File: src/rtl/bfly_pkg.sv
package bfly_pkg;
  localparam int unsigned DATA_W_DEF  = 32;
  localparam int unsigned SHIFT_W_DEF = $clog2(DATA_W_DEF);
endpackage

File: src/rtl/bfly_mul_stage.sv
module bfly_mul_stage #(
  parameter int unsigned DATA_W  = 32,
  parameter int unsigned SHIFT_W = 5,
  localparam int unsigned PROD_W = 2 * DATA_W
) (
  input  logic                      clk_i,
  input  logic                      rst_ni,
  input  logic                      valid_i,
  input  logic signed [DATA_W-1:0]  a_i,
  input  logic signed [DATA_W-1:0]  b_i,
  input  logic signed [DATA_W-1:0]  coef_i,
  input  logic [SHIFT_W-1:0]        shift_i,
  input  logic                      rnd_i,
  output logic                      valid_o,
  output logic signed [PROD_W-1:0]  prod_o,
  output logic signed [DATA_W-1:0]  a_o,
  output logic signed [DATA_W-1:0]  b_o,
  output logic [SHIFT_W-1:0]        shift_o,
  output logic                      rnd_o
);
  logic signed [PROD_W-1:0] prod_d;
  assign prod_d = PROD_W'(b_i) * PROD_W'(coef_i);

  always_ff @(posedge clk_i or negedge rst_ni) begin
    if (!rst_ni) begin
      valid_o <= 1'b0;
      prod_o  <= '0;
      a_o     <= '0;
      b_o     <= '0;
      shift_o <= '0;
      rnd_o   <= 1'b0;
    end else begin
      valid_o <= valid_i;
      if (valid_i) begin
        prod_o  <= prod_d;
        a_o     <= a_i;
        b_o     <= b_i;
        shift_o <= shift_i;
        rnd_o   <= rnd_i;
      end
    end
  end
endmodule

File: src/rtl/bfly_scale.sv
module bfly_scale #(
  parameter int unsigned DATA_W  = 32,
  parameter int unsigned SHIFT_W = 5,
  localparam int unsigned PROD_W = 2 * DATA_W
) (
  input  logic signed [PROD_W-1:0] prod_i,
  input  logic [SHIFT_W-1:0]       shift_i,
  input  logic                     rnd_i,
  output logic signed [DATA_W-1:0] p_o
);
  logic signed [PROD_W-1:0] bias;
  logic signed [PROD_W-1:0] biased;
  logic signed [PROD_W-1:0] shifted;

  // half-LSB bias of the retained part; no bias when nothing is shifted out
  always_comb begin
    bias = '0;
    if (rnd_i && (shift_i != '0))
      bias = PROD_W'(1) << (shift_i - SHIFT_W'(1));
  end

  assign biased  = prod_i + bias;
  assign shifted = biased >>> shift_i;
  assign p_o     = shifted[DATA_W-1:0];
endmodule

File: src/rtl/bfly_addsub_stage.sv
module bfly_addsub_stage #(
  parameter int unsigned DATA_W = 32
) (
  input  logic                     clk_i,
  input  logic                     rst_ni,
  input  logic                     valid_i,
  input  logic signed [DATA_W-1:0] a_i,
  input  logic signed [DATA_W-1:0] b_i,
  input  logic signed [DATA_W-1:0] p_i,
  output logic                     valid_o,
  output logic signed [DATA_W-1:0] sum_o,
  output logic signed [DATA_W-1:0] diff_o
);
  always_ff @(posedge clk_i or negedge rst_ni) begin
    if (!rst_ni) begin
      valid_o <= 1'b0;
      sum_o   <= '0;
      diff_o  <= '0;
    end else begin
      valid_o <= valid_i;
      if (valid_i) begin
        sum_o  <= a_i + p_i;
        diff_o <= b_i - p_i;
      end
    end
  end
endmodule

File: src/rtl/int_twin_bfly.sv
module int_twin_bfly #(
  parameter int unsigned DATA_W  = bfly_pkg::DATA_W_DEF,
  parameter int unsigned SHIFT_W = $clog2(DATA_W),
  localparam int unsigned PROD_W = 2 * DATA_W
) (
  input  logic               clk_i,
  input  logic               rst_ni,
  input  logic               in_valid_i,
  output logic               in_ready_o,
  input  logic [DATA_W-1:0]  a_i,
  input  logic [DATA_W-1:0]  b_i,
  input  logic [DATA_W-1:0]  coef_i,
  input  logic [SHIFT_W-1:0] shift_i,
  input  logic               rnd_i,
  output logic               out_valid_o,
  output logic [DATA_W-1:0]  sum_o,
  output logic [DATA_W-1:0]  diff_o
);
  logic                     s1_valid;
  logic signed [PROD_W-1:0] s1_prod;
  logic signed [DATA_W-1:0] s1_a, s1_b, s1_p;
  logic [SHIFT_W-1:0]       s1_shift;
  logic                     s1_rnd;
  logic signed [DATA_W-1:0] sum_s, diff_s;

  // fully pipelined, no output backpressure
  assign in_ready_o = 1'b1;

  bfly_mul_stage #(.DATA_W(DATA_W), .SHIFT_W(SHIFT_W)) i_mul (
    .clk_i   (clk_i),
    .rst_ni  (rst_ni),
    .valid_i (in_valid_i & in_ready_o),
    .a_i     (a_i),
    .b_i     (b_i),
    .coef_i  (coef_i),
    .shift_i (shift_i),
    .rnd_i   (rnd_i),
    .valid_o (s1_valid),
    .prod_o  (s1_prod),
    .a_o     (s1_a),
    .b_o     (s1_b),
    .shift_o (s1_shift),
    .rnd_o   (s1_rnd)
  );

  bfly_scale #(.DATA_W(DATA_W), .SHIFT_W(SHIFT_W)) i_scale (
    .prod_i  (s1_prod),
    .shift_i (s1_shift),
    .rnd_i   (s1_rnd),
    .p_o     (s1_p)
  );

  bfly_addsub_stage #(.DATA_W(DATA_W)) i_addsub (
    .clk_i   (clk_i),
    .rst_ni  (rst_ni),
    .valid_i (s1_valid),
    .a_i     (s1_a),
    .b_i     (s1_b),
    .p_i     (s1_p),
    .valid_o (out_valid_o),
    .sum_o   (sum_s),
    .diff_o  (diff_s)
  );

  assign sum_o  = sum_s;
  assign diff_o = diff_s;
endmodule

File: config.mk
export PLATFORM = sky130hd
export DESIGN_NAME = int_twin_bfly
export DESIGN_NICKNAME = d
export VERILOG_FILES = /design/src/rtl/bfly_pkg.sv /design/src/rtl/bfly_mul_stage.sv /design/src/rtl/bfly_scale.sv /design/src/rtl/bfly_addsub_stage.sv /design/src/rtl/int_twin_bfly.sv
export SDC_FILE = /design/constraint.sdc
export NUM_CORES = 2
export LEC_CHECK = 0
export BUFFER_PORTS_ARGS = -buffer_cell sky130_fd_sc_hd__buf_2
export CORE_MARGIN = 1.5
export CORE_UTILIZATION = 56
export CTS_CLUSTER_SIZE = 20
export DETAILED_ROUTE_END_ITERATION = 7
export GPL_TIMING_DRIVEN = 0
export PLACE_DENSITY = 0.73
export SYNTH_ARGS = -nofsm -noshare
export SYNTH_HDL_FRONTEND = slang
export SYNTH_SLANG_ARGS = --single-unit
File: constraint.sdc
create_clock -name clk_i -period 7.8 [get_ports clk_i]
set_input_delay 1.17 -clock clk_i [delete_from_list [all_inputs] [get_ports clk_i]]
set_output_delay 1.17 -clock clk_i [all_outputs]
set_load 0.05 [all_outputs]
==> results_dict.tcl <==
set metrics [dict create \
    overflow 0 \
    cp-start-kind "primary input" \
    holdWs_ns 0.420 \
    ys.warnings.count 0 \
    synthFlopType "dfrtp_1" \
    yosysTopAreaCellShare 0.409 \
    worstMarginPinSlew_ns 1.33 \
    busiest_layer "met2" \
    use_met3 0.169 \
    netlist_area_mm2 0.0526 \
    worst-path-buf-inv 6 \
    fp.dieArea_mm2 0.0958 \
    fin_ws_ns -0.563 \
    crit_fanout 8 \
    path_class "primary input to flip-flop" \
    io_pins 171 \
    fin_area_mm2 0.0643 \
    max_stage_delay_ns 0.65 \
    dr.pass1.iters 6 \
    area_delta_synth_final_pct 22.1 \
    h-tree-depth 4 \
    yosysMostFrequentCell "fa_1" \
    grt_pass1_wl_um 317000 \
    layout-drive-gt1-share 0.230 \
    hold_depth 0 \
    die_height_um 310 \
    avgSynthCellArea_um2 9.25 \
    ys_ff_latch 199 \
    crit_family "adder cells" \
    cts_buffer_depth 2 \
    cp_slowest_cell "fa_2" \
    ant_nets 0 \
    worst_ep_arrival_time_ns 8.74 \
    cp.required_ns 8.17 \
    use_met1 0.622 \
    root_buffer "clkbuf_16" \
    synthArstFlopShare 1.00 \
    fmax_mhz 120 \
    grt_pass1_vias 47300 \
    hold_viol 0 \
    grt_max_degree 121 \
    cp_common_cell "fa_2" \
    wl_per_cell_um 29.8 \
    ys_seq_area_frac 0.0946 \
    post-route-min-period_ns 8.36 \
    coreArea_mm2 0.0932 \
    cts-buffers-inserted 17 \
    initial_core_util 0.565 \
    gp_congestion 1.05 \
    tritoncts "built" \
    violations "setup timing" \
    clkLatencyLatePin_ns 0.49 \
    yosys.area.top_type "fa_1" \
    report.final.slew_viol_count 0 \
    syn_inst 5692 \
    viasPerCell 6.23 \
    maxCapViolCount 0 \
    drtIter0Drc 5289 \
    wl_um 222000 \
    synthTopCellsByArea "fa_1 41%, dfrtp_1 9.5%, inv_1 7.2%" \
    portBuffers 169 \
    fin_skew_ns 0.0220 \
    dpl_cell_area_mm2 0.0558 \
    status "finished, violations left" \
    synth_nets 7149 \
    fp.dieW_um 310 \
    cp.depth 27 \
    rsz0062_at_grt "yes" \
    dp_hpwl_um 175000 \
    nNetsFinal 7620 \
    hp-class "flip-flop to flip-flop" \
    remaining_drc_errors 0 \
    antenna_found_initial 26 \
    cts.sinks 199 \
    grt_usage 0.467 \
    fin_crit_sh 1.07 \
    synthDistinctLibCells 93 \
    yosys-top-cells-count "1076 x fa_1, 1006 x inv_1, 665 x nand2_1, 517 x and2_1, 281 x clkbuf_1" \
    setup-violations-final 30 \
    vias 46400 \
    r2r_cells 30 \
    fp-row-count 112 \
    crit_path_end_kind "flip-flop" \
    synth_edf_count 0 \
    met2_usage 0.653 \
    slew_headroom 0.114 \
    path_clk_slew_ns 0.09 \
]
registers in the layout, indices dropped and copies added (netlist names):
| register | count |
|---|---|
| i_mul.shift_o | 5 |
| i_mul.b_o | 32 |
| i_mul.rnd_o | 1 |
| i_addsub.sum_o | 32 |
| i_mul.a_o | 32 |
| i_mul.valid_o | 1 |
| i_addsub.diff_o | 32 |
| i_addsub.valid_o | 1 |
| i_mul.prod_o | 63 |
kinds of logic after synthesis:
logic type / count (synthesis) / synth area share
and+or+nand+nor: 1646 / 0.154
adders and majority gates: 1352 / 0.475
buffers and inverters: 1322 / 0.0946
AOI/OAI and AO/OA: 736 / 0.0951
muxes: 270 / 0.0589
DFF: 199 / 0.0946
xor gates and xnor gates: 165 / 0.0275
other: 2 / 0.000143
routing by layer:
layer	routed length (um)	vias to the layer above	share of wire
li1	-	18900	-
met1	83600	23700	0.38
met2	90700	3064	0.41
met3	31000	746	0.14
met4	16200	14	0.073
met5	92	-	0.00042
area by class of cell:
class	instances	area [um^2]
multi-input combinational	4171	45500
fill	7192	28900
sequential	199	4980
buffer	293	3910
timing repair buffer	472	3860
inverter	1009	3820
tap	1254	1570
clock buffer	18	439
clock inverter	14	185
antenna	13	32.5
path summary, 6_finish.rpt:
path	from	end	slack (ns)
min in group asynchronous	rst_ni	i_addsub.sum_o[16]	0.64
max reg2reg	i_mul.shift_o[4]	i_addsub.sum_o[30]	-0.13
max	b_i[31]	i_mul.prod_o[61]	-0.56
min reg2reg	i_mul.valid_o	i_addsub.valid_o	0.42
min	i_mul.valid_o	i_addsub.valid_o	0.42
max in group asynchronous	rst_ni	i_mul.shift_o[0]	6.04
timing repair:
action,4_1_cts,5_1_grt
setup endpoints to repair,108,63
cloned,5,1
resized for setup,977,313
pin swaps,215,185
setup buffers,181,115
hold buffers,0,0
layout by cell type, fill, tap and decap left out, types with 41 or more instances in the layout:
cell type,instances
fa_1,991
inv_1,986
nand2_1,649
and2_1,489
buf_4,278
ha_1,223
dfrtp_1,195
mux2_2,162
nor2_1,155
a21oi_1,135
buf_2,130
xnor2_1,114
clkbuf_16,103
o21ai_0,87
fa_2,85
a21o_1,73
clkbuf_8,58
mux2i_1,57
buf_6,55
nor3_1,54
clkbuf_1,51
nand3_1,44
xor2_1,44
ha_4,44
a21oi_2,41
per-stage QoR:
stage / setup WS, ns / util / std cells / TNS [ns]
after floorplan: -0.359 / - / 5692 / -0.944
after global placement: -4.11 / 0.598 / 7115 / -224.08
after detailed placement: -3.90 / 0.598 / 7117 / -219.46
after CTS: -0.361 / 0.668 / 7325 / -3.51
after global routing: -0.699 / 0.689 / 7431 / -11.03
final: -0.563 / 0.690 / 7443 / -6.87
Power is left out: the tool's default activity adds up to more than one toggle a clock period on the data nets, which glitch-free logic cannot reach.
